<file path="config.mk">
export PLATFORM = sky130hd
export DESIGN_NAME = trie_next_node
export DESIGN_NICKNAME = d
export VERILOG_FILES = /design/src/rtl/trie_nn_pkg.sv /design/src/rtl/trie_lane_counter.sv /design/src/rtl/trie_bit_probe.sv /design/src/rtl/trie_next_addr.sv /design/src/rtl/trie_next_node.sv
export SDC_FILE = /design/constraint.sdc
export NUM_CORES = 1
export LEC_CHECK = 0
export BUFFER_PORTS_ARGS = -buffer_cell sky130_fd_sc_hd__buf_4
export CAP_MARGIN = 10
export CORE_AREA = 2 2 170 172
export DETAILED_ROUTE_END_ITERATION = 10
export DIE_AREA = 0 0 172 174
export HOLD_SLACK_MARGIN = 0.12
export PLACE_DENSITY = 0.88
export SETUP_SLACK_MARGIN = 0.05
export SLEW_MARGIN = 20
export SYNTH_ARGS = -nofsm -noshare
export SYNTH_HDL_FRONTEND = slang
export SYNTH_SLANG_ARGS = --single-unit
</file>
<file path="constraint.sdc">
create_clock -name clk -period 25.7 [get_ports clk]
set_input_delay 1.285 -clock clk [delete_from_list [all_inputs] [get_ports clk]]
set_output_delay 1.285 -clock clk [all_outputs]
set_load 0.01 [all_outputs]
</file>
<file path="src/rtl/trie_nn_pkg.sv">
package trie_nn_pkg;

    localparam int MAP_BITS   = 256;
    localparam int PTR_W      = 24;
    localparam int LANE_W     = 32;
    localparam int LANES      = MAP_BITS / LANE_W;
    localparam int KEY_W      = $clog2(MAP_BITS);
    localparam int POS_W      = $clog2(LANE_W);
    localparam int SEL_W      = KEY_W - POS_W;
    localparam int CNT_W      = $clog2(LANE_W + 1);
    localparam int PFX_W      = $clog2(MAP_BITS + 1);
    localparam int NODE_BYTES = 64;
    localparam int NODE_SH    = $clog2(NODE_BYTES);
    localparam int ADD_W      = PTR_W + 1;
    localparam logic [PTR_W-1:0] PTR_MAX = {PTR_W{1'b1}};

    typedef logic [CNT_W-1:0] lane_cnt_t;

    typedef struct packed {
        logic                        valid;
        logic                        hit;
        logic [SEL_W-1:0]            lane;
        lane_cnt_t                   part;
        logic [LANES-1:0][CNT_W-1:0] lane_cnt;
        logic [PTR_W-1:0]            base_ptr;
        logic [PTR_W-1:0]            fail_ptr;
        logic [PTR_W-1:0]            rule_ptr;
    } stage1_t;

    function automatic lane_cnt_t count_ones(input logic [LANE_W-1:0] v);
        lane_cnt_t acc;
        acc = '0;
        for (int i = 0; i < LANE_W; i++) begin
            acc = acc + lane_cnt_t'(v[i]);
        end
        return acc;
    endfunction

    function automatic logic [PTR_W-1:0] clamp_add(input logic [PTR_W-1:0] a,
                                                    input logic [PFX_W-1:0] n);
        logic [ADD_W-1:0] wide;
        wide = {1'b0, a} + ADD_W'({n, {NODE_SH{1'b0}}});
        return wide[ADD_W-1] ? PTR_MAX : wide[PTR_W-1:0];
    endfunction

endpackage

</file>
<file path="src/rtl/trie_lane_counter.sv">
module trie_lane_counter
    import trie_nn_pkg::*;
(
    input  logic [MAP_BITS-1:0]       map_i,
    output logic [LANES-1:0][CNT_W-1:0] cnt_o
);
    for (genvar g = 0; g < LANES; g++) begin : g_lane
        assign cnt_o[g] = count_ones(map_i[g*LANE_W +: LANE_W]);
    end
endmodule

</file>
<file path="src/rtl/trie_bit_probe.sv">
module trie_bit_probe
    import trie_nn_pkg::*;
(
    input  logic [MAP_BITS-1:0] map_i,
    input  logic [KEY_W-1:0]    key_i,
    output logic                hit_o,
    output logic [SEL_W-1:0]    lane_o,
    output lane_cnt_t           part_o
);
    logic [POS_W-1:0]  pos;
    logic [LANE_W-1:0] word;
    logic [LANE_W-1:0] below;

    always_comb begin
        lane_o = key_i[KEY_W-1:POS_W];
        pos    = key_i[POS_W-1:0];
        word   = map_i[lane_o*LANE_W +: LANE_W];
        below  = (LANE_W'(1) << pos) - LANE_W'(1);
        hit_o  = word[pos];
        part_o = count_ones(word & below);
    end
endmodule

</file>
<file path="src/rtl/trie_next_addr.sv">
module trie_next_addr
    import trie_nn_pkg::*;
(
    input  stage1_t           s_i,
    output logic [PTR_W-1:0]  addr_o
);
    logic [PFX_W-1:0] prefix;

    always_comb begin
        prefix = PFX_W'(s_i.part);
        for (int r = 0; r < LANES; r++) begin
            if (SEL_W'(r) < s_i.lane) begin
                prefix = prefix + PFX_W'(s_i.lane_cnt[r]);
            end
        end
        addr_o = s_i.hit ? clamp_add(s_i.base_ptr, prefix) : s_i.fail_ptr;
    end
endmodule

</file>
<file path="src/rtl/trie_next_node.sv">
module trie_next_node
    import trie_nn_pkg::*;
(
    input  logic                 clk,
    input  logic                 rst,
    input  logic                 in_valid,
    input  logic [MAP_BITS-1:0]  in_map,
    input  logic [PTR_W-1:0]     in_base,
    input  logic [PTR_W-1:0]     in_fail,
    input  logic [PTR_W-1:0]     in_rules,
    input  logic [KEY_W-1:0]     in_key,
    output logic                 out_valid,
    output logic                 out_hit,
    output logic [PTR_W-1:0]     out_addr,
    output logic [PTR_W-1:0]     out_rules
);
    stage1_t                     s1_d, s1_q;
    logic [LANES-1:0][CNT_W-1:0] lane_cnt;
    logic                        probe_hit;
    logic [SEL_W-1:0]            probe_lane;
    lane_cnt_t                   probe_part;
    logic [PTR_W-1:0]            next_addr;

    trie_lane_counter u_cnt (
        .map_i (in_map),
        .cnt_o (lane_cnt)
    );

    trie_bit_probe u_probe (
        .map_i  (in_map),
        .key_i  (in_key),
        .hit_o  (probe_hit),
        .lane_o (probe_lane),
        .part_o (probe_part)
    );

    always_comb begin
        s1_d.valid    = in_valid;
        s1_d.hit      = probe_hit;
        s1_d.lane     = probe_lane;
        s1_d.part     = probe_part;
        s1_d.lane_cnt = lane_cnt;
        s1_d.base_ptr = in_base;
        s1_d.fail_ptr = in_fail;
        s1_d.rule_ptr = in_rules;
    end

    always_ff @(posedge clk) begin
        if (rst) s1_q <= '0;
        else     s1_q <= s1_d;
    end

    trie_next_addr u_addr (
        .s_i    (s1_q),
        .addr_o (next_addr)
    );

    always_ff @(posedge clk) begin
        if (rst) begin
            out_valid <= 1'b0;
            out_hit   <= 1'b0;
            out_addr  <= '0;
            out_rules <= '0;
        end else begin
            out_valid <= s1_q.valid;
            out_hit   <= s1_q.valid & s1_q.hit;
            out_addr  <= next_addr;
            out_rules <= s1_q.rule_ptr;
        end
    end


    valid_follow_chk: assert property (@(posedge clk) disable iff (rst)
        s1_q.valid |=> out_valid);


    no_ghost_chk: assert property (@(posedge clk) disable iff (rst)
        !s1_q.valid |=> !out_valid);


    miss_fail_chk: assert property (@(posedge clk) disable iff (rst)
        (s1_q.valid && !s1_q.hit) |=> (out_addr == $past(s1_q.fail_ptr)));


    no_wrap_chk: assert property (@(posedge clk) disable iff (rst)
        (out_valid && out_hit) |-> (out_addr >= $past(s1_q.base_ptr)));


    rules_pass_chk: assert property (@(posedge clk) disable iff (rst)
        out_valid |-> (out_rules == $past(s1_q.rule_ptr)));


    hit_gated_chk: assert property (@(posedge clk) disable iff (rst)
        !out_valid |-> !out_hit);
endmodule

</file>
=== Word level (Yosys, flattened, before mapping) ===
Cells that the tools add are included.

* Register bits after elaboration: 181
* Logic and storage cells: 333

* $add $sub $neg: 289
* Order comparisons: 9
* Shifts and indexed selects: 2
* Multiplexer cells: 12
* Bitwise operators: 2

{| class="wikitable"
|+ Operator list
! kind !! count
|-
| 6-bit by 1-bit adder with 6-bit output || 270
|-
| 256-bit by 9-bit variable part select with 32-bit output || 1
|-
| 9-bit 2-to-1 mux || 8
|-
| 9-bit by 6-bit adder with 9-bit output || 7
|-
| 24-bit 2-to-1 mux || 2
|-
| 32-bit bitwise AND || 1
|-
| 1-bit by 5-bit left shift with 32-bit output (first input constant) || 1
|-
| 32-bit by 2-bit subtractor with 32-bit output (second input constant) || 1
|-
| 24-bit by 15-bit adder with 25-bit output || 1
|-
| 1-bit by 1-bit adder with 2-bit output || 9
|-
| 3-bit < comparator (first input constant) || 4
|-
| 6-bit by 6-bit adder with 7-bit output || 1
|-
| 1-bit by 3-bit < comparator with 1-bit output (first input constant) || 2
|-
| 2-bit by 3-bit < comparator with 1-bit output (first input constant) || 2
|-
| 5-bit by 6-bit < comparator with 1-bit output (second input constant) || 1
|-
| 1-bit binary-select mux with 5-bit select || 1
|-
| 1-bit bitwise AND || 1
|-
| 1-bit 2-to-1 mux || 1
|}

=== Depth between registers and ports, before layout ===
* Word-level depth: 34
* Mapped depth: 49

=== Hierarchy ===
A second synthesis with hierarchy kept.

* Cell total of the unflattened synthesis: 1927
* Area, all modules: 18958.2 µm²

{| class="wikitable"
|+ Modules (own cells, without submodules)
! module !! instances !! cells an instance !! area each (µm²)
|-
| trie_lane_counter || 1 || 693 || 6538.8
|-
| trie_next_node || 1 || 382 || 5386.4
|-
| trie_bit_probe || 1 || 416 || 3736.1
|-
| trie_next_addr || 1 || 436 || 3296.9
|}

=== Least setup slack after synthesis ===
No wires, ideal clock.

* Path type: reg2reg
* From: reg s1_q[127] (netlist bit)
* To: reg out_addr[10]
* Setup time: 0.086 ns
* Data arrival time: 7.973 ns
* Slack: 17.641 ns
* Cell stages (with the launch flop): 48
* Buffers on the path: 2
* Period minus slack after synthesis: 8.059 ns
* Cells stage by stage: dfxtp_1 -> buf_4 -> nor3_4 -> mux2_2 -> ha_1 -> inv_1 -> fa_1 -> mux2i_1 -> inv_1 -> fa_1 -> nor2b_1 -> o21ai_1 -> a21boi_1 -> nor2_1 -> mux2_2 -> ha_1 -> o21a_1 -> o31a_1 -> [12 not listed] -> nor2_1 -> nand2_1 -> nand3_1 -> ha_1 -> o21ai_0 -> a21oi_1 -> a21oi_1 -> o21ai_0 -> mux2i_1 -> xnor2_1 -> ha_1 -> nor2_1 -> nor2_1 -> o41a_1 -> nand2_1 -> o21a_1 -> buf_2 -> a211oi_1

* Longest elaborated chain between the ends: 19
* Elaborated cells between the ends (all ways): 26
* Classes of those cells: 8 x add/sub; 8 x order compare; 10 x mux

{| class="wikitable"
|+ Ends and longest elaborated chain
! element !! line !! RTL
|-
| start: declaration || trie_next_node.sv:17 || <nowiki>stage1_t s1_d, s1_q;</nowiki>
|-
| start signal: assignment || trie_next_node.sv:49 || <nowiki>if (rst) s1_q <= '0;</nowiki>
|-
| start signal: assignment || trie_next_node.sv:50 || <nowiki>else s1_q <= s1_d;</nowiki>
|-
| 1-bit by 3-bit < comparator with 1-bit output || trie_next_addr.sv:12 || <nowiki>if (SEL_W'(r) < s_i.lane) begin</nowiki>
|-
| 9-bit 2-to-1 mux || trie_next_addr.sv:12 ||
|-
| 9-bit by 6-bit adder with 9-bit output || trie_next_addr.sv:13 || <nowiki>prefix = prefix + PFX_W'(s_i.lane_cnt[r]);</nowiki>
|-
| 9-bit 2-to-1 mux || trie_next_addr.sv:12 ||
|-
| 9-bit by 6-bit adder with 9-bit output || trie_next_addr.sv:13 ||
|-
| 9-bit 2-to-1 mux || trie_next_addr.sv:12 ||
|-
| 9-bit by 6-bit adder with 9-bit output || trie_next_addr.sv:13 ||
|-
| 9-bit 2-to-1 mux || trie_next_addr.sv:12 ||
|-
| [3 not listed] || - ||
|-
| 9-bit 2-to-1 mux || trie_next_addr.sv:12 ||
|-
| 9-bit by 6-bit adder with 9-bit output || trie_next_addr.sv:13 ||
|-
| 9-bit 2-to-1 mux || trie_next_addr.sv:12 ||
|-
| 9-bit by 6-bit adder with 9-bit output || trie_next_addr.sv:13 ||
|-
| 9-bit 2-to-1 mux (*) || trie_next_addr.sv:12 ||
|-
| 24-bit by 15-bit adder with 25-bit output (*) || trie_nn_pkg.sv:42 || <nowiki>wide = {1'b0, a} + ADD_W'({n, {NODE_SH{1'b0}}});</nowiki>
|-
| 24-bit 2-to-1 mux (*) || trie_nn_pkg.sv:43 || <nowiki>return wide[ADD_W-1] ? PTR_MAX : wide[PTR_W-1:0];</nowiki>
|-
| 24-bit 2-to-1 mux (*) || trie_next_addr.sv:16 || <nowiki>addr_o = s_i.hit ? clamp_add(s_i.base_ptr, prefix) : s_i.fail_ptr;</nowiki>
|-
| end signal: assignment || trie_next_node.sv:67 || <nowiki>out_addr <= next_addr;</nowiki>
|-
| end: declaration || trie_next_node.sv:14 || <nowiki>output logic [PTR_W-1:0] out_addr,</nowiki>
|}

Every way passes the cells marked *; elsewhere a longest branch is shown, timed or not.
A chain may end at the register's enable or synchronous reset.

=== Final worst setup path ===
* From: reg s1_q[126] (netlist bit)
* To: reg out_addr[6]

The elaborated chain is that of the path after synthesis.

==> summary.md <==
| Metric | Value |
|---|---|
| Gr usage total | `a little over a third` |
| DR pass1 iterations | `8` |
| Setup Fix Bufs, Post-CTS | `0` |
| Die height | `~170 um` |
| Register bit count reported by yosys | `approximately 180` |
| CTS Hold Buffers Added | `0` |
| Final setup fails | `0` |
| Unrepaired setup endpoints after global routing | `false` |
| Initial antenna violation count | `4` |
| Clock sinks | `between 150 and 200` |
| Routed wire length | `slightly above 50,000 um` |
| Post-DP HPWL | `43,500 um` |
| Register area share after synthesis | `20.7%` |
| Top FF cell, synth | `dfxtp_1` |
| Post-synth EDFFs | `0` |
| Vias | `about 14,000` |
| Routed WL per cell | `between 20 and 25 um` |
| Final slew viol count | `0` |
| Synth top area share | `a little under a quarter` |
| Arrival time worst endpoint | `~10000 ps` |
| Power Total | `~0.0024 W` |
| Static Leak | `between 10 and 15 nW` |
| Vias per Instance | `5.59` |
| Die ar. | `roughly 30,000 um^2` |
| Iter 0 DRT Violations | `1,133` |
| GP Congestion | `roughly 1` |
| # resized after CTS | `0` |
| TritonCTS buffer count | `17` |
| Clk_lat worst skew | `roughly 430 ps` |
| Synthesized area per cell | `roughly 9.6 um^2` |
| Vias in the first global route | `roughly 15,000` |
| Asr flop ratio synth | `0%` |
| Nets | `~2,800` |
| Die X | `between 150 and 200 um` |
| Worst Path Max Fanout | `20` |
| Boundary pin count | `389` |
| IO buf count | `388` |
| Mapped Cells | `approximately 1,800` |
| Worst slew margin | `between 30% and 40%` |
| Slowest cell on crit path | `dfxtp_1` |
| DRC | `0` |
| MaxCap Viol Count | `0` |
| Largest net degree at the start of global routing | `between 90 and 100` |
| Tcrit/Tclk final | `37.4%` |
| Clk pin slew, worst setup/hold paths | `roughly 80 ps` |
| Syn Nets | `2,415` |
| Synth cell types | `74` |
| Post-Syn Area | `~17,000 um^2` |
| Core area | `roughly 28,000 um^2` |
| Least-Margin Pin Slew | `between 900 and 1000 ps` |
| Setup tns final | `0 ps` |
| Worst Setup End Kind | `flip-flop` |
| Clock skew | `around 12 ps` |
| Fill cells | `approximately 2,100` |
| Post-layout min period | `between 9000 and 10,000 ps` |
| Root Driver | `clkbuf_16` |
| CTS H-tree depth | `4` |
| CP required | `~26,000 ps` |
| Hold Crit Class | `reg -> reg` |
| Maximum vdd drop | `approximately 83 uV` |
| Status | `completed` |
| CTS tree | `yes` |
| Routed Antenna Nets | `0` |
| Area leader, netlist | `fa_1` |
| Layout area overhead | `21.9%` |
| Final Hold Viols | `0` |
| Fmax | `between 100 and 150 MHz` |
| PD cells | `116 nW/um^2` |
| FP Rows | `just over 60` |
| Starting density of the core | `59.9%` |
| Commonest cells in the netlist | `338 x inv_1, 200 x fa_1, 175 x dfxtp_1, 136 x nor2b_1, 120 x nor2_1` |
| First-pass GRT wire length | `between 70,000 and 80,000 um` |
| Critical path class | `reg -> reg` |
| Worst setup SP type | `flip-flop` |
| Synth area leaders | `fa_1 24%, dfxtp_1 21%, mux4_2 9.2%` |
| YS warnings | `0` |
| CP max stage delay | `about 600 ps` |
| Layout cell share with drive strength beyond 1 | `24.7%` |
| Total grt overflow | `0` |
| Count leader, synth | `inv_1` |
| Longest Clk Path Bufs | `2` |
==> cell families (layout without fill, tap and decap cells) <==
logic type / Yosys count / in the layout / share of synthesized area (%)
multiplexers: 112 / 112 / 11.9
buffers and inverters: 406 / 762 / 9.44
XOR/XNOR: 66 / 66 / 3.46
AND/OR/NAND/NOR: 447 / 447 / 13.3
AO/OA/AOI/OAI: 235 / 235 / 8.80
other: 1 / 5 / 0.0222
flip-flops: 175 / 175 / 20.7
adder cells (fa/ha/maj): 317 / 317 / 32.3
==> worst paths after layout <==
check / startpoint / to / slack, ps / depth (start not counted)
worst max-delay path: s1_q[126]$_SDFF_PP0_ / out_addr[6]$_SDFF_PP0_ / 16080 / 44
worst max register to register: s1_q[126]$_SDFF_PP0_ / out_addr[6]$_SDFF_PP0_ / 16080 / 44
worst min-delay path: s1_q[1]$_SDFF_PP0_ / out_rules[1]$_SDFF_PP0_ / 440 / 1
worst min register to register: s1_q[1]$_SDFF_PP0_ / out_rules[1]$_SDFF_PP0_ / 440 / 1
==> stage by stage <==
stage / cell area (um^2) / instances / util [%] / hold WS (ps) / setup WS (ps)
5_1_grt: 20600 / 2503 / 73.0 / 454 / 15210
4_1_cts: 20600 / 2499 / 72.9 / 434 / 16220
6_report: 20600 / 2503 / 73.0 / 438 / 16080
3_5_place_dp: 20000 / 2467 / 70.8 / 420 / 16260
3_3_place_gp: 20000 / 2467 / 70.8 / 417 / 16680
2_1_floorplan: 16900 / 1759 / - / 414 / 17640
==> worst max-delay path: cells and delay by family (launching register included) <==
kind | cells | cell delay (ps)
fa+ha+maj | 8 | 2670
flops | 1 | 590
simple gates | 10 | 1380
compound gates | 15 | 3050
mux | 4 | 1030
buf+inv | 4 | 310
xor+xnor | 3 | 510
==> registers in the layout (all words and copies together), names as in the netlist <==
signal     count
s1_q         125
out_addr      24
out_rules     24
out_hit        1
out_valid      1
==> area by class of cell <==
cell class                 instances  area (um^2)  share of cell area, %
multi-input combinational       1178        11800                   57.3
sequential                       175         3500                   17.0
timing repair buffer             391         2940                   14.2
inverter                         339         1270                   6.17
tap                              384          480                   2.33
clock buffer                      18          439                   2.13
clock inverter                    14          164                  0.795
antenna                            4         10.0                 0.0486
==> metal layers <==
metal / global-route usage, % / up-vias / share of wire [%]
met5: 0 / - / 0
met4: 16.6 / 0 / 5.2
met3: 7.10 / 149 / 8.4
met2: 60.9 / 738 / 50
met1: 41.9 / 6737 / 36
li1: - / 6376 / -
==> cell usage in the layout, fill, tap and decap left out, types with 33 or more instances in the layout <==
cell,netlist,final
nor2b_1,136,136
nor2_1,120,120
a21oi_1,69,69
nand2_1,108,108
dfxtp_1,175,175
inv_1,338,338
o21ai_0,46,46
fa_1,200,200
buf_4,6,391
xnor2_1,33,33
ha_1,117,117
mux4_2,69,69
==> power by group <==
part,switching [W],internal (W)
registers,0.0000225,0.000324
clock network,0.000127,0.000134
logic,0.000953,0.000836
(Power assumes the default switching activity.)
